==> src/rtl/wdt_pkg.sv <==
package wdt_pkg;

   // word indices of the two registers (software depends on these)
   localparam int unsigned IDX_COUNT = 0;
   localparam int unsigned IDX_OPTS  = 1;

   // decoded option register
   typedef struct packed {
      logic freeze;   // stored at bit DATA_W-1
      logic use_xtal; // stored at bit 0
   } wdt_opts_t;

endpackage

==> src/rtl/wdt_regs.sv <==
module wdt_regs
   import wdt_pkg::*;
#(
   parameter int unsigned DATA_W = 32,
   parameter int unsigned ADDR_W = 4
) (
   input  logic              clk,
   input  logic              rst_n,
   input  logic [ADDR_W-1:0] bus_addr,
   input  logic              bus_we,
   input  logic [DATA_W-1:0] bus_wdata,
   input  logic [DATA_W-1:0] count_q,
   output logic              count_wr,
   output wdt_opts_t         opts_q,
   output logic [DATA_W-1:0] bus_rdata
);
   localparam int unsigned IDX_W = ADDR_W - 2;

   logic [IDX_W-1:0] word_idx;
   logic             hit_count;
   logic             hit_opts;
   logic             unused_bits;

   assign word_idx  = bus_addr[ADDR_W-1:2];
   assign hit_count = (word_idx == IDX_W'(IDX_COUNT));
   assign hit_opts  = (word_idx == IDX_W'(IDX_OPTS));
   assign count_wr  = bus_we && hit_count;

   assign unused_bits = ^{bus_addr[1:0], bus_wdata[DATA_W-2:1]};

   always_ff @(posedge clk or negedge rst_n) begin
      if (!rst_n) begin
         opts_q <= '0;
      end else if (bus_we && hit_opts) begin
         opts_q.freeze   <= bus_wdata[DATA_W-1];
         opts_q.use_xtal <= bus_wdata[0];
      end
   end

   always_comb begin
      bus_rdata = '0;
      if (hit_count) begin
         bus_rdata = count_q;
      end else if (hit_opts) begin
         bus_rdata[DATA_W-1] = opts_q.freeze;
         bus_rdata[0]        = opts_q.use_xtal;
      end
   end

endmodule

==> src/rtl/wdt_counter.sv <==
module wdt_counter
   import wdt_pkg::*;
#(
   parameter int unsigned DATA_W = 32
) (
   input  logic              clk,
   input  logic              rst_n,
   input  wdt_opts_t         opts_q,
   input  logic              tick_xtal,
   input  logic              tick_alt,
   input  logic              count_wr,
   input  logic [DATA_W-1:0] wr_value,
   input  logic              pulse_busy,
   input  logic              pulse_done,
   output logic [DATA_W-1:0] count_q,
   output logic              fire
);
   localparam logic [DATA_W-1:0] ONE = DATA_W'(1);

   logic tick_sel;
   logic can_step;

   assign tick_sel = opts_q.use_xtal ? tick_xtal : tick_alt;
   assign can_step = tick_sel && !opts_q.freeze && (count_q > ONE);
   assign fire     = (count_q == ONE) && !opts_q.freeze && !pulse_busy;

   // priority: bus write, end of request pulse, tick
   always_ff @(posedge clk or negedge rst_n) begin
      if (!rst_n) begin
         count_q <= '0;
      end else if (count_wr) begin
         count_q <= wr_value;
      end else if (pulse_done) begin
         count_q <= '0;
      end else if (can_step) begin
         count_q <= count_q - ONE;
      end
   end

endmodule

==> src/rtl/wdt_pulse.sv <==
module wdt_pulse #(
   parameter int unsigned PULSE_LEN = 4
) (
   input  logic clk,
   input  logic rst_n,
   input  logic fire,
   output logic req,
   output logic done
);
   generate
      if (PULSE_LEN == 1) begin : g_single
         logic req_q;
         always_ff @(posedge clk or negedge rst_n) begin
            if (!rst_n) req_q <= 1'b0;
            else        req_q <= fire;
         end
         assign req  = req_q;
         assign done = req_q;
      end else begin : g_count
         localparam int unsigned PW = $clog2(PULSE_LEN + 1);
         logic [PW-1:0] left_q;
         always_ff @(posedge clk or negedge rst_n) begin
            if (!rst_n) begin
               left_q <= '0;
            end else if (fire) begin
               left_q <= PW'(PULSE_LEN);
            end else if (left_q != '0) begin
               left_q <= left_q - PW'(1);
            end
         end
         assign req  = (left_q != '0);
         assign done = (left_q == PW'(1));
      end
   endgenerate

endmodule

==> src/rtl/wdt_countdown_top.sv <==
module wdt_countdown_top
   import wdt_pkg::*;
#(
   parameter int unsigned DATA_W    = 32,
   parameter int unsigned ADDR_W    = 4,
   parameter int unsigned PULSE_LEN = 4
) (
   input  logic              clk,
   input  logic              rst_n,
   input  logic [ADDR_W-1:0] bus_addr,
   input  logic              bus_we,
   input  logic [DATA_W-1:0] bus_wdata,
   output logic [DATA_W-1:0] bus_rdata,
   input  logic              tick_xtal,
   input  logic              tick_alt,
   output logic              rst_req
);
   initial begin
      if (DATA_W < 2)    $error("DATA_W must be at least 2");
      if (ADDR_W < 3)    $error("ADDR_W must hold two word indices");
      if (PULSE_LEN < 1) $error("PULSE_LEN must be at least 1");
   end

   logic [DATA_W-1:0] count_q;
   logic              count_wr;
   wdt_opts_t         opts_q;
   logic              fire;
   logic              pulse_done;

   wdt_regs #(.DATA_W(DATA_W), .ADDR_W(ADDR_W)) u_regs (
      .clk       (clk),
      .rst_n     (rst_n),
      .bus_addr  (bus_addr),
      .bus_we    (bus_we),
      .bus_wdata (bus_wdata),
      .count_q   (count_q),
      .count_wr  (count_wr),
      .opts_q    (opts_q),
      .bus_rdata (bus_rdata)
   );

   wdt_counter #(.DATA_W(DATA_W)) u_counter (
      .clk        (clk),
      .rst_n      (rst_n),
      .opts_q     (opts_q),
      .tick_xtal  (tick_xtal),
      .tick_alt   (tick_alt),
      .count_wr   (count_wr),
      .wr_value   (bus_wdata),
      .pulse_busy (rst_req),
      .pulse_done (pulse_done),
      .count_q    (count_q),
      .fire       (fire)
   );

   wdt_pulse #(.PULSE_LEN(PULSE_LEN)) u_pulse (
      .clk   (clk),
      .rst_n (rst_n),
      .fire  (fire),
      .req   (rst_req),
      .done  (pulse_done)
   );

endmodule

==> config.mk <==
export PLATFORM = sky130hd
export DESIGN_NAME = wdt_countdown_top
export DESIGN_NICKNAME = d
export VERILOG_FILES = /design/src/rtl/wdt_pkg.sv /design/src/rtl/wdt_regs.sv /design/src/rtl/wdt_counter.sv /design/src/rtl/wdt_pulse.sv /design/src/rtl/wdt_countdown_top.sv
export SDC_FILE = /design/constraint.sdc
export NUM_CORES = 1
export LEC_CHECK = 0
export CAP_MARGIN = 5
export CORE_ASPECT_RATIO = 1.5
export CORE_MARGIN = 2
export CORE_UTILIZATION = 52
export CTS_CLUSTER_DIAMETER = 100
export DETAILED_ROUTE_END_ITERATION = 8
export PLACE_DENSITY_LB_ADDON = 0.1
export SETUP_SLACK_MARGIN = 0.3
export SLEW_MARGIN = 20
export SYNTH_ARGS = -nofsm -noshare
export SYNTH_HDL_FRONTEND = slang
export SYNTH_SLANG_ARGS = --single-unit
==> constraint.sdc <==
create_clock -name clk -period 4.4 [get_ports clk]
set_clock_uncertainty 0.15 [all_clocks]
set_input_delay 0.44 -clock clk [delete_from_list [all_inputs] [get_ports clk]]
set_output_delay 0.44 -clock clk [all_outputs]
set_load 0.005 [all_outputs]
; ---- Word level (Yosys, flattened, before mapping)
; Index checks and enable logic that the tools add are counted.
[totals]
register_bits = 37
latchBits = 0
ram_bits = 0
mem_bits_ro = 0
in_bits = 41
wordCells = 33
memories = 0
[op_classes]
n_addsub = 2
multipliers = 0
div = 0
n_lt_le_gt_ge = 1
eq_ne = 3
shift = 0
n_mux = 11
bitwise_logic = 0
n_reduce_logical = 12
[ops]
columns = cell, n
row1 = $mux W32, 3
row2 = $eq A32 B1 Y1 const B, 1
row3 = $gt A32 B1 Y1 const B, 1
row4 = $sub A32 B1 Y32 const B, 1
row5 = $mux W30, 1
row6 = $logic_and A1 B1 Y1, 6
row7 = $mux W3, 2
row8 = $reduce_bool A3 Y1, 2
row9 = $mux W1, 5
row10 = $eq A3 B1 Y1 const B, 1
row11 = $sub A3 B1 Y3 const B, 1
row12 = $eq A2 B1 Y1 const B, 1
row13 = $logic_not A1 Y1, 2
row14 = $logic_not A2 Y1, 1
row15 = $reduce_bool A2 Y1, 1

; ---- Depth between registers and ports, before layout
; Gate-level depths: netlist (run 1).
[depth]
ltp_word = 6
depth_mapped = 9
ltp_nobuf = 7

; ---- Modules after synthesis
; Synthesis (run 1) repeated with hierarchy kept, for this count alone.
[unflattened]
cells_unflattened = 341
area_unflattened_um2 = 2819.0
[by_module_without_submodules]
columns = mod, instances, cells_per_inst, area_each_um2, seq_area_each_um2
row1 = wdt_counter, 1, 279, 2260.9, 800.8
row2 = wdt_regs, 1, 44, 359.1, 50.0
row3 = wdt_pulse, 1, 18, 198.9, 75.1

; ---- Worst setup path after synthesis (run 1)
; OpenSTA, ideal clock, no wires.
[synth_timing]
path_kind = reg2reg
startpoint = reg u_counter.count_q[28]
endpoint = reg u_counter.count_q[7]
setup_ns = 0.130
arrival_time_ns = 2.435
required_ns = 4.120
slack_ns = 1.685
stages_incl_launch_ff = 9
synth_period_minus_slack_ns = 2.715
cell_sequence = dfrtp_1 or4_1 buf_2 or4_4 o41ai_4 or2_1 buf_6 xor2_1 o21ai_1
[synth_via]
elab_chain_cells = 3
[synth_rtl]
columns = element, line_no
row1 = "start, declared", wdt_counter.sv:15  ; output logic [DATA_W-1:0] count_q,
row2 = "start signal, assigned", wdt_counter.sv:32  ; count_q <= wr_value;
row3 = "start signal, assigned", wdt_counter.sv:36  ; count_q <= count_q - ONE;
row4 = $gt A32 B1 Y1, wdt_counter.sv:24  ; assign can_step = tick_sel && !opts_q.freeze && (count_q > ONE);
row5 = $logic_and A1 B1 Y1, wdt_counter.sv:24
row6 = $reduce_bool A3 Y1 (no source line), -
; No other way between the ends.
; A chain may end at the register's enable or synchronous reset.

; ---- Final worst setup path (run 1)
[layout_timing]
startpoint = reg u_counter.count_q[28]
endpoint = reg u_counter.count_q[9]
; Same word-level chain as after synthesis.

==> metrics.txt, run 1 <==
status=completed; Slew Limit Headroom=40.92%; Die ar.=0.005497 mm^2; drt pass-1 iters=6; antenna violations before repair=0; grt ovf=0; Total GRT Usage=~28%; Initial Util=53.50%; vias per inst=6.143; # fillers=around 410; Synth async-reset ratio=100.0%; switching share of power=45.29%; Syn. warnings=0; Yosys top cell area share=36.27%; Synth area leaders=dfrtp_1, and2_1, nand2_1; sw power=between 0.7 and 0.8 mW; Final Power=1.715 mW; H-tree lvl count=2; area leader, netlist=dfrtp_1; Worst-path clk slew=0.07 ns; final critical-path required period=3.224 ns; Compound-Gate Fraction of Synth Area=19.22%; Setup crit end kind=flop; DP Wirelength=5151 um; drt wl/cell=approximately 17 um; vias in the first global route=2576; syn_area_per_cell=8.207 um^2; Mapped Nets=357; register area=925.9 um^2; num ports=74; top post-synthesis cells by count=dfrtp_1, nand2_1, and2_1; Final setup viols=0; CTS Sinks=37; IO buf count=around 70; Cell Pwr Density=506.2 mW/mm^2; Hold Vio Cnt, Final=0; Hold Buf Count CTS=0; ANT nets after route=0; clock power share=approximately 14%; Mapped Area=0.002552 mm^2; worst vdd ir=0.0003325 V; TritonCTS buffer count=5; critical path class=reg -> reg; CP max FO=13; first-pass GRT wire length=11770 um; largest net degree at the start of global routing=38; Synth Area in Simple Gates=32.94%; post-route clock period utilization=about 73%; mux share of post-synthesis cell area=2.059%; Initial DRC Count=approximately 180; RSZ-0062 raised after global routing=false; gp weighted congestion=between 0.8 and 0.9; Fmax=approximately 0.31 GHz; Synth Area in XOR/XNOR=3.431%; Die H=between 80 and 90 um; Gate power share=49.1%; sequential power share=36.8%; post-synthesis register bit count=37; vias=2715; clk root buf=clkbuf_8; Slew @ Worst Pin=0.8830 ns; chip width=61.21 um; register area share after synthesis=36.27%; CTS tree=yes; # nets final=422; Area Overhead vs Synth=32.75%; most common cell in the netlist=dfrtp_1; DRT Wirelength=roughly 7400 um; Rows=31; # Max-Cap Violations=0; Inserted Diodes=0; Critical Path Start Type=flop; largest family of logic cells by synthesized area=simple AND/OR/NAND/NOR gates; Slew Viols, Final=0; buffer count from post-CTS setup fixing=0; Clock Latency Late Sink=0.29 ns; Netlist cell types=52; layout cells sized above 1=4.787%; min-delay worst type=reg -> reg; setup_tns=0 ns; CTS max path bufs=2; Req. time, crit path=4.39 ns; P_leak=1.318 nW; top_reg_cell synth=dfrtp_1; crit path DAT=roughly 3.2 ns; footprint of the multi-input gates=0.001534 mm^2; Mapped Cells=311; Post-Synth Adder-Cell Area=2.451%; EDFF count, synth=0; total core area=~0.0048 mm^2; cell internal pwr=0.9383 mW; DRC Markers=0; count of cells resized by post-cts repair=0
-- per-stage QoR --
step                      utilization (%)  cell area, um^2  cells  worst slack, ns  hold WS (ns)
after floorplan                         -             2552    311            1.685     -0.005591
after global placement              69.21             3302    435            1.099        0.3200
after detailed placement            69.21             3302    435            1.120        0.3492
after CTS                           71.02             3388    442            1.254        0.3605
after global routing                71.02             3388    442            1.118        0.3868
final                               71.02             3388    442            1.176        0.3576
-- area by class of cell --
cell class,count,area share [%]
multi-input cells,252,45.27
flip-flops and latches,37,27.33
repair buffers,75,21.86
clock buffers,7,2.548
well taps,66,2.437
inverters,5,0.5539
-- cells in the final DEF (no fill, tap or decap), types with 3 or more instances in the layout --
cell type,instances
and2_1,30
clkdlybuf4s50_1,71
inv_1,5
o21ai_1,8
xor2_1,6
nand4_1,3
or4_1,6
a211oi_1,3
nor2_1,22
nor3_1,23
a32oi_1,4
nand3_1,12
mux2i_1,3
o21ai_0,10
nand2_1,36
buf_4,4
o31ai_1,3
or3_1,11
a21oi_1,14
a22oi_1,5
clkbuf_8,6
o22ai_1,6
xnor2_1,4
nor4_1,6
dfrtp_1,37
ha_1,5
-- sequential cells by signal, summed over array words and instances, names as in the netlist --
register / count
u_counter.count_q: 32
u_pulse.g_count.left_q: 3
u_regs.opts_q: 2
-- power by group through the flow --
| stage | registers [mW] | logic [mW] | clock network (mW) |
|---|---|---|---|
| global route | 0.642 | 0.929 | 0.256 |
| floorplan | 0.581 | 0.585 | 0 |
| detailed placement | 0.625 | 0.822 | 0 |
| global placement | 0.621 | 0.800 | 0 |
| CTS | 0.622 | 0.828 | 0.244 |
| finish | 0.631 | 0.841 | 0.243 |
-- final timing paths --
| path | depth (start not counted) | from | slack (ns) | end |
|---|---|---|---|---|
| worst max-delay path | 5 | u_counter.count_q[28] | 1.18 | u_counter.count_q[9] |
| worst min-delay path | 2 | u_pulse.g_count.left_q[1] | 0.36 | u_pulse.g_count.left_q[1] |
| worst max register to register | 5 | u_counter.count_q[28] | 1.18 | u_counter.count_q[9] |
| worst min register to register | 2 | u_pulse.g_count.left_q[1] | 0.36 | u_pulse.g_count.left_q[1] |
| max in group asynchronous | 2 | rst_n | 3.33 | u_pulse.g_count.left_q[0] |
| min in group asynchronous | 2 | rst_n | 0.42 | u_counter.count_q[26] |
-- worst max-delay path: stages (launching register included) --
cell	delay, ns
dfrtp_1	0.41
or4_1	0.64
or4_4	0.58
o41a_1	0.51
nor2_2	0.58
o22ai_1	0.20
-- kinds of logic (layout without fill, tap and decap cells) --
group                    count (synthesis)  count (layout)
AND/OR/NAND/NOR                        161             161
AO/OA/AOI/OAI                           71              71
flip-flops                              37              37
buffers and inverters                   22              87
XOR/XNOR                                10              10
adder cells (fa/ha/maj)                  5               5
multiplexers                             5               5
-- layer usage --
metal / GRT usage, % / vias up / share of wire [%]
li1: - / 1267 / -
met1: 35.35 / 1279 / 38
met2: 45.12 / 152 / 51
met3: 4.173 / 17 / 8.2
met4: 12.14 / 0 / 2.3
met5: 0 / - / 0
No activity file was read; power rests on OpenSTA's default activity.
==> run 2, diff against run 1 <==
CORE_UTILIZATION = 48   (was 52)
clock period = 3.05 ns   (was 4.4 ns; I/O delays follow)
==> metrics.txt, run 2 (synthesis gave the netlist of run 1 again) <==
status=completed; Final Util=69.92%; switching share of power=43.77%; Initial DRC Count=roughly 200; wire length on met2=3956 um; drt wl/cell=16.57 um; RSZ-0062 raised after global routing=true; sequential power share=around a third; Reg with most FFs=u_counter.count_q; Worst-path clk slew=approximately 0.08 ns; Total GRT Usage=about 28%; CTS Sinks=37; Cell Pwr Density=746.1 mW/mm^2; Rows=32; worst r2r path cells=6; layout cells sized above 1=11.68%; worst vdd ir=0.0005406 V; Inserted Diodes=0; antenna violations before repair=0; final critical-path required period=2.742 ns; setup_tns=0 ns; Reg-to-Reg Start=u_counter.count_q[27]; first-pass GRT wire length=~13000 um; crit path DAT=between 2 and 3 ns; most common cell after layout, fill and taps aside=clkdlybuf4s50_1; CP max FO=5; grt ovf=0; H-tree lvl count=2; FF-to-FF End=u_counter.count_q[0]; total core area=0.005125 mm^2; min-delay worst type=in -> async; cell internal pwr=around 1.5 mW; critical path class=reg -> reg; vias in the first global route=about 2700; Hold Buf Count CTS=0; DRT Wirelength=roughly 7700 um; max reg flops=32; Clock Latency Late Sink=0.29 ns; post-route clock period utilization=89.89%; Die ar.=around 0.0059 mm^2; Hold Vio Cnt, Final=0; # nets final=around 440; chip width=63.54 um; Setup crit end kind=flop; Area Overhead vs Synth=40.39%; Die H=93.31 um; P_leak=1.425 nW; vias per inst=5.838; Gate power share=52.1%; met3 routed WL=around 360 um; Initial Util=49.80%; R2R setup slack=just over 0.3 ns; Final Power=about 2.7 mW; IO buf count=~70; TritonCTS buffer count=5; # Max-Cap Violations=0; clk root buf=clkbuf_8; Slew @ Worst Pin=0.5277 ns; commonest non-fill, non-tap cells in the layout=clkdlybuf4s50_1, dfrtp_1, nand2_1; CTS tree=yes; ANT nets after route=0; drt pass-1 iters=5; uppermost routed layer=met4; clock power share=14.7%; DRC Markers=0; DP Wirelength=5473 um; Final setup viols=0; Fmax=0.3647 GHz; # fillers=between 400 and 500; CTS max path bufs=2; Slew Limit Headroom=64.69%; largest net degree at the start of global routing=38; vias=2697; Metal-1 WL=3263 um; Critical Path Start Type=flop; sw power=around 1.2 mW; gp weighted congestion=between 0.8 and 0.9; Slew Viols, Final=0; top flop regs=u_counter.count_q (32), u_pulse.g_count.left_q (3), u_regs.opts_q (2); num ports=between 70 and 80; Req. time, crit path=3.10 ns
-- run 2: routing by layer --
| layer | GRT usage (%) | vias to the layer above |
|---|---|---|
| met1 | 34.84 | 1295 |
| met5 | 0 | - |
| met4 | 9.058 | 0 |
| met3 | 3.730 | 6 |
| li1 | - | 1304 |
| met2 | 48.51 | 92 |
-- run 2: metrics by stage --
step | area [um^2] | worst slack, ns | hold slack [ns] | cells
2_1_floorplan | 2552 | 0.3346 | -0.1406 | 311
4_1_cts | 3527 | 0.2955 | 0.3079 | 459
6_report | 3583 | 0.3084 | 0.2766 | 462
3_3_place_gp | 3395 | 0.2813 | 0.3204 | 449
5_1_grt | 3583 | 0.2300 | 0.3391 | 462
3_5_place_dp | 3395 | 0.2275 | 0.3377 | 449
-- run 2: cell type report --
| type | instances | area (um^2) | area share [%] |
|---|---|---|---|
| Sequential cell | 37 | 925.9 | 25.84 |
| Timing Repair Buffer | 92 | 879.6 | 24.55 |
| Clock inverter | 1 | 5.005 | 0.1397 |
| Clock buffer | 7 | 96.34 | 2.689 |
| Inverter | 5 | 18.77 | 0.5237 |
| Tap cell | 68 | 85.08 | 2.374 |
| Multi-Input combinational cell | 252 | 1573 | 43.89 |
-- run 2: worst max path at each step --
stage | startpoint | to
3_5_place_dp | u_counter.count_q[2] | u_counter.count_q[27]
4_1_cts | u_counter.count_q[13] | u_counter.count_q[27]
2_1_floorplan | u_counter.count_q[28] | u_counter.count_q[7]
6_report | u_counter.count_q[27] | u_counter.count_q[0]
5_1_grt | u_counter.count_q[27] | u_counter.count_q[0]
3_3_place_gp | u_counter.count_q[2] | u_counter.count_q[25]
-- run 2: critical path, stage by stage (launching register included) --
cell and delay, ns:
dfrtp_1 0.41, or4_4 0.53, or4_4 0.56, o41a_1 0.45, buf_6 0.18, xnor2_2 0.12
o31ai_1 0.24
-- run 2: timing repair --
action,4_1_cts,5_1_grt
gates resized for setup,4,9
setup endpoints to repair,12,24
pin swaps,1,3
hold endpoints to repair,0,0
buffers inserted,2,3
-- run 2: power groups by stage --
stage	combinational [mW]	clock, mW	sequential, mW
floorplan	0.845	0	0.838
global placement	1.25	0	0.880
CTS	1.33	0.388	0.882
detailed placement	1.28	0	0.887
finish	1.39	0.392	0.889
global route	1.55	0.410	0.920
